$ cat config.mk
export PLATFORM = sky130hd
export DESIGN_NAME = fuse_autoread_ctrl
export DESIGN_NICKNAME = d
export VERILOG_FILES = /design/src/rtl/fuse_rd_pkg.sv /design/src/rtl/fuse_rd_regs.sv /design/src/rtl/fuse_rd_seq.sv /design/src/rtl/fuse_rd_pins.sv /design/src/rtl/fuse_autoread_ctrl.sv
export SDC_FILE = /design/constraint.sdc
export NUM_CORES = 1
export LEC_CHECK = 0
export CAP_MARGIN = 20
export CORE_MARGIN = 4
export CORE_UTILIZATION = 35
export DETAILED_ROUTE_END_ITERATION = 10
export GPL_TIMING_DRIVEN = 1
export PLACE_DENSITY = 0.6
export SLEW_MARGIN = 20
export SYNTH_ARGS = -nofsm -noshare
export SYNTH_HDL_FRONTEND = slang
export SYNTH_SLANG_ARGS = --single-unit
$ cat constraint.sdc
create_clock -name clk -period 10.9 [get_ports clk]
set_input_delay 1.09 -clock clk [delete_from_list [all_inputs] [get_ports clk]]
set_output_delay 1.09 -clock clk [all_outputs]
set_load 0.02 [all_outputs]
$ cat src/rtl/fuse_rd_pkg.sv
`timescale 1ns/1ps
package fuse_rd_pkg;
    localparam int NUM_PINS = 5;
    localparam int CNT_W    = 16;
    localparam int REG_AW   = 8;

    typedef enum int unsigned {
        PIN_CS = 0,
        PIN_PG = 1,
        PIN_LD = 2,
        PIN_AV = 3,
        PIN_ST = 4
    } pin_e;

    typedef struct packed {
        logic [CNT_W-1:0] on_at;
        logic [CNT_W-1:0] off_at;
    } win_t;

    localparam logic [REG_AW-1:0] OFS_MODE = 8'h00;
    localparam logic [REG_AW-1:0] OFS_STAT = 8'h18;
    localparam logic [REG_AW-1:0] OFS_DATA = 8'h20;
    localparam logic [REG_AW-1:0] OFS_AUTO = 8'h24;
    localparam logic [REG_AW-1:0] OFS_WIN0 = 8'h3C;

    localparam int AUTO_EN_BIT = 0;
    localparam int AUTO_RD_BIT = 1;
    localparam int AUTO_A_LSB  = 16;

    function automatic win_t win_default(int idx);
        win_t w;
        case (idx)
            PIN_AV:  begin w.on_at = 16'd2; w.off_at = 16'd10; end
            PIN_ST:  begin w.on_at = 16'd5; w.off_at = 16'd8;  end
            default: begin w.on_at = 16'd0; w.off_at = 16'd11; end
        endcase
        return w;
    endfunction

    function automatic logic [REG_AW-1:0] win_ofs(int idx);
        return OFS_WIN0 + REG_AW'(4 * idx);
    endfunction

    function automatic logic in_win(logic [CNT_W-1:0] c, win_t w);
        return (c >= w.on_at) && (c < w.off_at);
    endfunction
endpackage

$ cat src/rtl/fuse_rd_regs.sv
`timescale 1ns/1ps
module fuse_rd_regs
    import fuse_rd_pkg::*;
#(
    parameter int ADDR_W = 10,
    parameter int DATA_W = 32
) (
    input  logic                        clk,
    input  logic                        rst,
    input  logic                        bus_sel,
    input  logic                        bus_wr,
    input  logic [REG_AW-1:0]           bus_addr,
    input  logic [DATA_W-1:0]           bus_wdata,
    output logic [DATA_W-1:0]           bus_rdata,
    input  logic                        seq_busy,
    input  logic                        cap_en,
    input  logic [DATA_W-1:0]           cap_data,
    input  logic                        fin_pulse,
    output win_t [NUM_PINS-1:0]         wins,
    output logic                        launch,
    output logic [ADDR_W-1:0]           launch_addr
);
    logic              manual_q;
    logic              done_q;
    logic [DATA_W-1:0] data_q;
    logic              wr_hit;

    assign wr_hit      = bus_sel && bus_wr;
    assign launch      = wr_hit && (bus_addr == OFS_AUTO)
                         && bus_wdata[AUTO_EN_BIT] && bus_wdata[AUTO_RD_BIT]
                         && !manual_q && !seq_busy;
    assign launch_addr = bus_wdata[AUTO_A_LSB +: ADDR_W];

    always_ff @(posedge clk) begin
        if (rst) begin
            manual_q <= 1'b0;
            done_q   <= 1'b0;
            data_q   <= '0;
        end else begin
            if (wr_hit && bus_addr == OFS_MODE)
                manual_q <= bus_wdata[0];
            if (fin_pulse)
                done_q <= 1'b1;
            else if (wr_hit && bus_addr == OFS_STAT && bus_wdata[0])
                done_q <= 1'b0;
            if (cap_en)
                data_q <= cap_data;
        end
    end

    for (genvar gi = 0; gi < NUM_PINS; gi++) begin : g_win
        always_ff @(posedge clk) begin
            if (rst)
                wins[gi] <= win_default(gi);
            else if (wr_hit && bus_addr == win_ofs(gi))
                wins[gi] <= win_t'(bus_wdata);
        end
    end

    always_comb begin
        bus_rdata = '0;
        if (bus_sel && !bus_wr) begin
            if (bus_addr == OFS_MODE) bus_rdata = DATA_W'(manual_q);
            if (bus_addr == OFS_STAT) bus_rdata = DATA_W'(done_q);
            if (bus_addr == OFS_DATA) bus_rdata = data_q;
            for (int i = 0; i < NUM_PINS; i++)
                if (bus_addr == win_ofs(i)) bus_rdata = DATA_W'(wins[i]);
        end
    end

    // flag rises only after the sequencer reported its final cycle
    assert_done_rise_R6: assert property (@(posedge clk) disable iff (rst)
        $rose(done_q) |-> $past(fin_pulse));
    // result register changes only on a capture
    assert_data_hold_R5: assert property (@(posedge clk) disable iff (rst)
        !$stable(data_q) |-> $past(cap_en));
endmodule

$ cat src/rtl/fuse_rd_seq.sv
`timescale 1ns/1ps
module fuse_rd_seq
    import fuse_rd_pkg::*;
#(
    parameter int ADDR_W = 10
) (
    input  logic                clk,
    input  logic                rst,
    input  logic                launch,
    input  logic [ADDR_W-1:0]   launch_addr,
    input  win_t [NUM_PINS-1:0] wins,
    output logic                busy,
    output logic [CNT_W-1:0]    cnt,
    output logic [ADDR_W-1:0]   addr_q,
    output logic                cap_en,
    output logic                fin_pulse
);
    logic [CNT_W-1:0] last_c;

    always_comb begin
        last_c = '0;
        for (int i = 0; i < NUM_PINS; i++)
            if (wins[i].off_at > last_c) last_c = wins[i].off_at;
    end

    assign cap_en    = busy && (cnt == wins[PIN_ST].off_at);
    assign fin_pulse = busy && (cnt == last_c);

    always_ff @(posedge clk) begin
        if (rst) begin
            busy   <= 1'b0;
            cnt    <= '0;
            addr_q <= '0;
        end else if (busy) begin
            if (cnt == last_c) begin
                busy <= 1'b0;
                cnt  <= '0;
            end else begin
                cnt <= cnt + 1'b1;
            end
        end else if (launch) begin
            busy   <= 1'b1;
            cnt    <= '0;
            addr_q <= launch_addr;
        end
    end

    // an access begins only from an accepted launch
    assert_start_src_R2: assert property (@(posedge clk) disable iff (rst)
        $rose(busy) |-> $past(launch));
    // address frozen while running
    assert_addr_frozen_R7: assert property (@(posedge clk) disable iff (rst)
        (busy && $past(busy)) |-> $stable(addr_q));
    // counter never runs past the final window
    assert_cnt_bound_R3: assert property (@(posedge clk) disable iff (rst)
        busy |-> (cnt <= last_c));
endmodule

$ cat src/rtl/fuse_rd_pins.sv
`timescale 1ns/1ps
module fuse_rd_pins
    import fuse_rd_pkg::*;
#(
    parameter int ADDR_W = 10
) (
    input  logic                clk,
    input  logic                rst,
    input  logic                busy,
    input  logic [CNT_W-1:0]    cnt,
    input  logic [ADDR_W-1:0]   addr_q,
    input  win_t [NUM_PINS-1:0] wins,
    output logic                fz_csn,
    output logic                fz_pgmn,
    output logic                fz_load,
    output logic                fz_addr_en,
    output logic                fz_strobe,
    output logic [ADDR_W-1:0]   fz_word_addr
);
    logic [NUM_PINS-1:0] act;

    for (genvar gi = 0; gi < NUM_PINS; gi++) begin : g_pin
        assign act[gi] = busy && in_win(cnt, wins[gi]);
    end

    assign fz_csn       = !act[PIN_CS];
    assign fz_pgmn      = !act[PIN_PG];
    assign fz_load      = act[PIN_LD];
    assign fz_addr_en   = act[PIN_AV];
    assign fz_strobe    = act[PIN_ST];
    assign fz_word_addr = busy ? addr_q : '0;

    // idle levels outside an access
    assert_idle_pins_R8: assert property (@(posedge clk) disable iff (rst)
        !busy |-> (fz_csn && fz_pgmn && !fz_load && !fz_addr_en
                   && !fz_strobe && fz_word_addr == '0));
endmodule

$ cat src/rtl/fuse_autoread_ctrl.sv
`timescale 1ns/1ps
module fuse_autoread_ctrl
    import fuse_rd_pkg::*;
#(
    parameter int ADDR_W = 10,
    parameter int DATA_W = 32
) (
    input  logic              clk,
    input  logic              rst,
    input  logic              bus_sel,
    input  logic              bus_wr,
    input  logic [7:0]        bus_addr,
    input  logic [DATA_W-1:0] bus_wdata,
    output logic [DATA_W-1:0] bus_rdata,
    output logic              fz_csn,
    output logic              fz_pgmn,
    output logic              fz_load,
    output logic              fz_addr_en,
    output logic              fz_strobe,
    output logic [ADDR_W-1:0] fz_word_addr,
    input  logic [DATA_W-1:0] fz_dout
);
    win_t [NUM_PINS-1:0] wins;
    logic                launch;
    logic [ADDR_W-1:0]   launch_addr;
    logic                busy;
    logic [CNT_W-1:0]    cnt;
    logic [ADDR_W-1:0]   addr_q;
    logic                cap_en;
    logic                fin_pulse;

    fuse_rd_regs #(.ADDR_W(ADDR_W), .DATA_W(DATA_W)) u_regs (
        .clk(clk), .rst(rst), .bus_sel(bus_sel), .bus_wr(bus_wr),
        .bus_addr(bus_addr), .bus_wdata(bus_wdata), .bus_rdata(bus_rdata),
        .seq_busy(busy), .cap_en(cap_en), .cap_data(fz_dout),
        .fin_pulse(fin_pulse), .wins(wins), .launch(launch),
        .launch_addr(launch_addr)
    );

    fuse_rd_seq #(.ADDR_W(ADDR_W)) u_seq (
        .clk(clk), .rst(rst), .launch(launch), .launch_addr(launch_addr),
        .wins(wins), .busy(busy), .cnt(cnt), .addr_q(addr_q),
        .cap_en(cap_en), .fin_pulse(fin_pulse)
    );

    fuse_rd_pins #(.ADDR_W(ADDR_W)) u_pins (
        .clk(clk), .rst(rst), .busy(busy), .cnt(cnt), .addr_q(addr_q),
        .wins(wins), .fz_csn(fz_csn), .fz_pgmn(fz_pgmn), .fz_load(fz_load),
        .fz_addr_en(fz_addr_en), .fz_strobe(fz_strobe),
        .fz_word_addr(fz_word_addr)
    );
endmodule

==> flow_summary.toml <==
[worst_setup_path]
cp_slowest_cell = "o221ai_1"
crit_type = "reg2reg"
cp_common_cell = "ha_1"
reg2reg_slack_ns = 0.68
crit_path_end_kind = "flip-flop"
rr_endpoint = "u_seq.cnt[0]"
start_kind = "flip-flop"
r2r-start = "u_regs.wins[5]"
reg2reg_depth = 44
max_stage_delay_ns = 0.48
critPathRequiredTime_ns = 11.29
critPathArrivalTime_ns = 10.61
crit_fanout = 28

[cts]
cts_made_buffers = 26
clk_pin_slew_worst_paths_ns = 0.06
numClockSinks = 221
clock-root-buffer = "clkbuf_16"
insertion_delay_ns = 0.57
ctsHtreeMaxLevel = 1
clk_path_buf_depth = 3
cts_tree = "done"
holdBufCountCts = 0

[power]
ir_worst_vdd_v = 0.000106
power.density_nw_per_um2 = 93.1
total_power_mw = 1.80
seqPwrFrac_pct = 44.9
comb_power_share_pct = 5.3
intPower_mw = 1.36
p_leak_nw = 7.79
swShare_pct = 24.4
power.net_switching_mw = 0.439
clkPwrFrac_pct = 49.8

[synthesis]
netlist_instances = 2245
synth_cell_type_count = 74
synth_edf_count = 0
synth-seq-cells = 221
yosys.area.top_type = "dfxtp_1"
syn-num-nets = 2540
ys_seq_area_share_pct = 26.6
synth.most_common_cell = "nand2_1"
synthTopCellsByArea = "dfxtp_1 (27%), ha_1 (16%), nand2_1 (10%), a21oi_1 (7.8%), inv_1 (4.1%)"
syn-cell-area_um2 = 16700
syn_area_per_cell_um2 = 7.42
synth_ff_type = "dfxtp_1"
synthArstFlopShare_pct = 0
yosysTopAreaCellShare_pct = 26.6
synth_common_cells = "nand2_1 (456), a21oi_1 (259), dfxtp_1 (221)"
yosysWarnings = 0

[timing]
slew_headroom_pct = 22.8
max_freq_mhz = 97.8
tightest_slew_ns = 1.16
fin_ws_ns = 0.676
slew_viol_final = 0
fin_crit_ns = 10.22
setup_viol = 0
fin_worst_skew_ns = 0.0162
rsz0062_at_grt = "false"
hold_violations = 0
fin_crit_sh_pct = 93.8
final.setup.tns_ns = 0

[global_route]
grt_pass1_wl_um = 97400
grtUsageTotal_pct = 24.3
grt_pass1_vias = 16000
antenna_found_initial = 1
grt_max_degree = 142
overflow = 0

[layout]
area_growth_syn_to_layout_pct = 16.2
final_cell_area_um2 = 19300
instances_no_fill = 2926
drive_gt1_share_pct = 6.51
num_antenna_cells = 0
layout.nets = 2598

[routing]
num_vias = 16900
drt_wl_total_um = 64300
avgViaCountPerCell = 5.79
ant_nets = 0
drt_first_pass_iters = 5
drc = 0
routedWlPerCell_um = 22.0
drt-initial-drc-count = 1750

[floorplan]
die_w_um = 226
core-area_um2 = 46800
ioPinCount = 123
start_util_pct = 35.6
dieArea_um2 = 51100
placementRows = 79
die_h_um = 226

[hold_path]
worstHoldStart = "u_regs.data_q[25]"
holdPathStages = 2
min_path_type = "reg2reg"
hold_path_end = "u_regs.data_q[25]"

[place]
dp_hpwl_um = 45000
pre_cts_ws_ns = 0.462
portBuffers = 122
placed_area_um2 = 18400
gp_congestion = 0.998
placed_cells = 2878

[run]
maxCapViolCount = 0

[outcome]
status = "complete, no violations"
-- routing by layer --
layer	vias to the layer above	routed length, µm	track usage (%)
met4	2	2210	8.25
met3	136	4980	4.19
met5	-	17	0
met2	736	29500	40.2
met1	8108	27600	32.3
li1	7959	-	-
-- kinds of logic after synthesis --
logic type / count (synthesis) / synth area share, %
AOI/OAI and AO/OA: 602 / 22.8
xor gates and xnor gates: 32 / 1.68
muxes: 44 / 2.90
DFF: 221 / 26.6
adders and majority gates: 219 / 16.5
and+or+nand+nor: 802 / 21.8
buffers and inverters: 325 / 7.72
-- sequential cells by signal, indices dropped and copies added (netlist names) --
signal,count
u_seq.busy,1
u_regs.wins,160
u_regs.manual_q,1
u_seq.cnt,16
u_seq.addr_q,10
u_regs.data_q,32
u_regs.done_q,1
-- cells in the final DEF (no fill, tap or decap), types with 5 or more instances in the layout --
cell type	instances
a211o_1	9
clkdlybuf4s50_1	121
a21oi_1	259
a31oi_1	13
or3_1	6
and3_1	17
buf_4	46
nor2_1	67
nor4_1	9
nor3_1	74
mux2_2	16
and2_1	20
nand4_1	35
clkbuf_16	26
xnor2_1	6
dfxtp_1	221
clkbuf_8	5
or2_2	7
nor2b_1	23
nand3_1	31
nand3b_1	8
a221oi_1	32
a2111oi_0	7
or4_1	9
mux2i_1	25
inv_1	184
xor2_1	26
clkinv_2	5
o21a_1	13
a21o_1	85
a211oi_1	16
o21ai_0	75
a211oi_2	9
nand2b_1	22
nand2_1	455
o22ai_1	39
ha_1	219
-- area by class of cell --
type | instances | area, µm²
repair buffers | 170 | 1620
clock inverters | 9 | 109
multi-input cells | 1700 | 11000
clock buffers | 35 | 734
inverters | 184 | 691
fillers | 4782 | 27400
flip-flops and latches | 221 | 4420
well taps | 607 | 759
-- worst max-delay path, delay by kind of cell (launching register included) --
kind	cells	cell delay (ns)
fa+ha+maj	4	1.25
simple gates	9	1.39
mux	2	0.61
flops	1	0.45
buf+inv	7	1.05
compound gates	22	5.26
-- through the flow --
| step | util [%] | hold WS, ns |
|---|---|---|
| final | 41.4 | 0.449 |
| after global routing | 41.4 | 0.475 |
| after global placement | 39.4 | 0.440 |
| after CTS | 41.3 | 0.454 |
| after floorplan | - | 0.432 |
| after detailed placement | 39.5 | 0.446 |
-- worst max path at each step --
stage | endpoint | cells after the start | start
floorplan | u_seq.cnt[12] | 47 | u_regs.wins[14]
global placement | u_seq.cnt[0] | 37 | u_regs.wins[1]
detailed placement | u_seq.cnt[0] | 39 | u_regs.wins[1]
CTS | u_seq.cnt[0] | 39 | u_regs.wins[1]
global route | u_seq.cnt[0] | 39 | u_regs.wins[1]
finish | u_seq.cnt[0] | 44 | u_regs.wins[5]
-- power groups by stage --
stage	clock network, mW	registers, mW	logic, mW
after detailed placement	0	0.827	0.0937
after global routing	0.938	0.808	0.101
final	0.896	0.809	0.0960
after CTS	0.908	0.809	0.0940
after floorplan	0	0.826	0.0387
after global placement	0	0.827	0.0934
-- what timing repair did --
item                                    in CTS  in global routing
buffers inserted                             0                  3
endpoints found under the setup margin       0                 18
gates resized for setup                      0                  1
No activity file was read; power rests on OpenSTA's default activity.
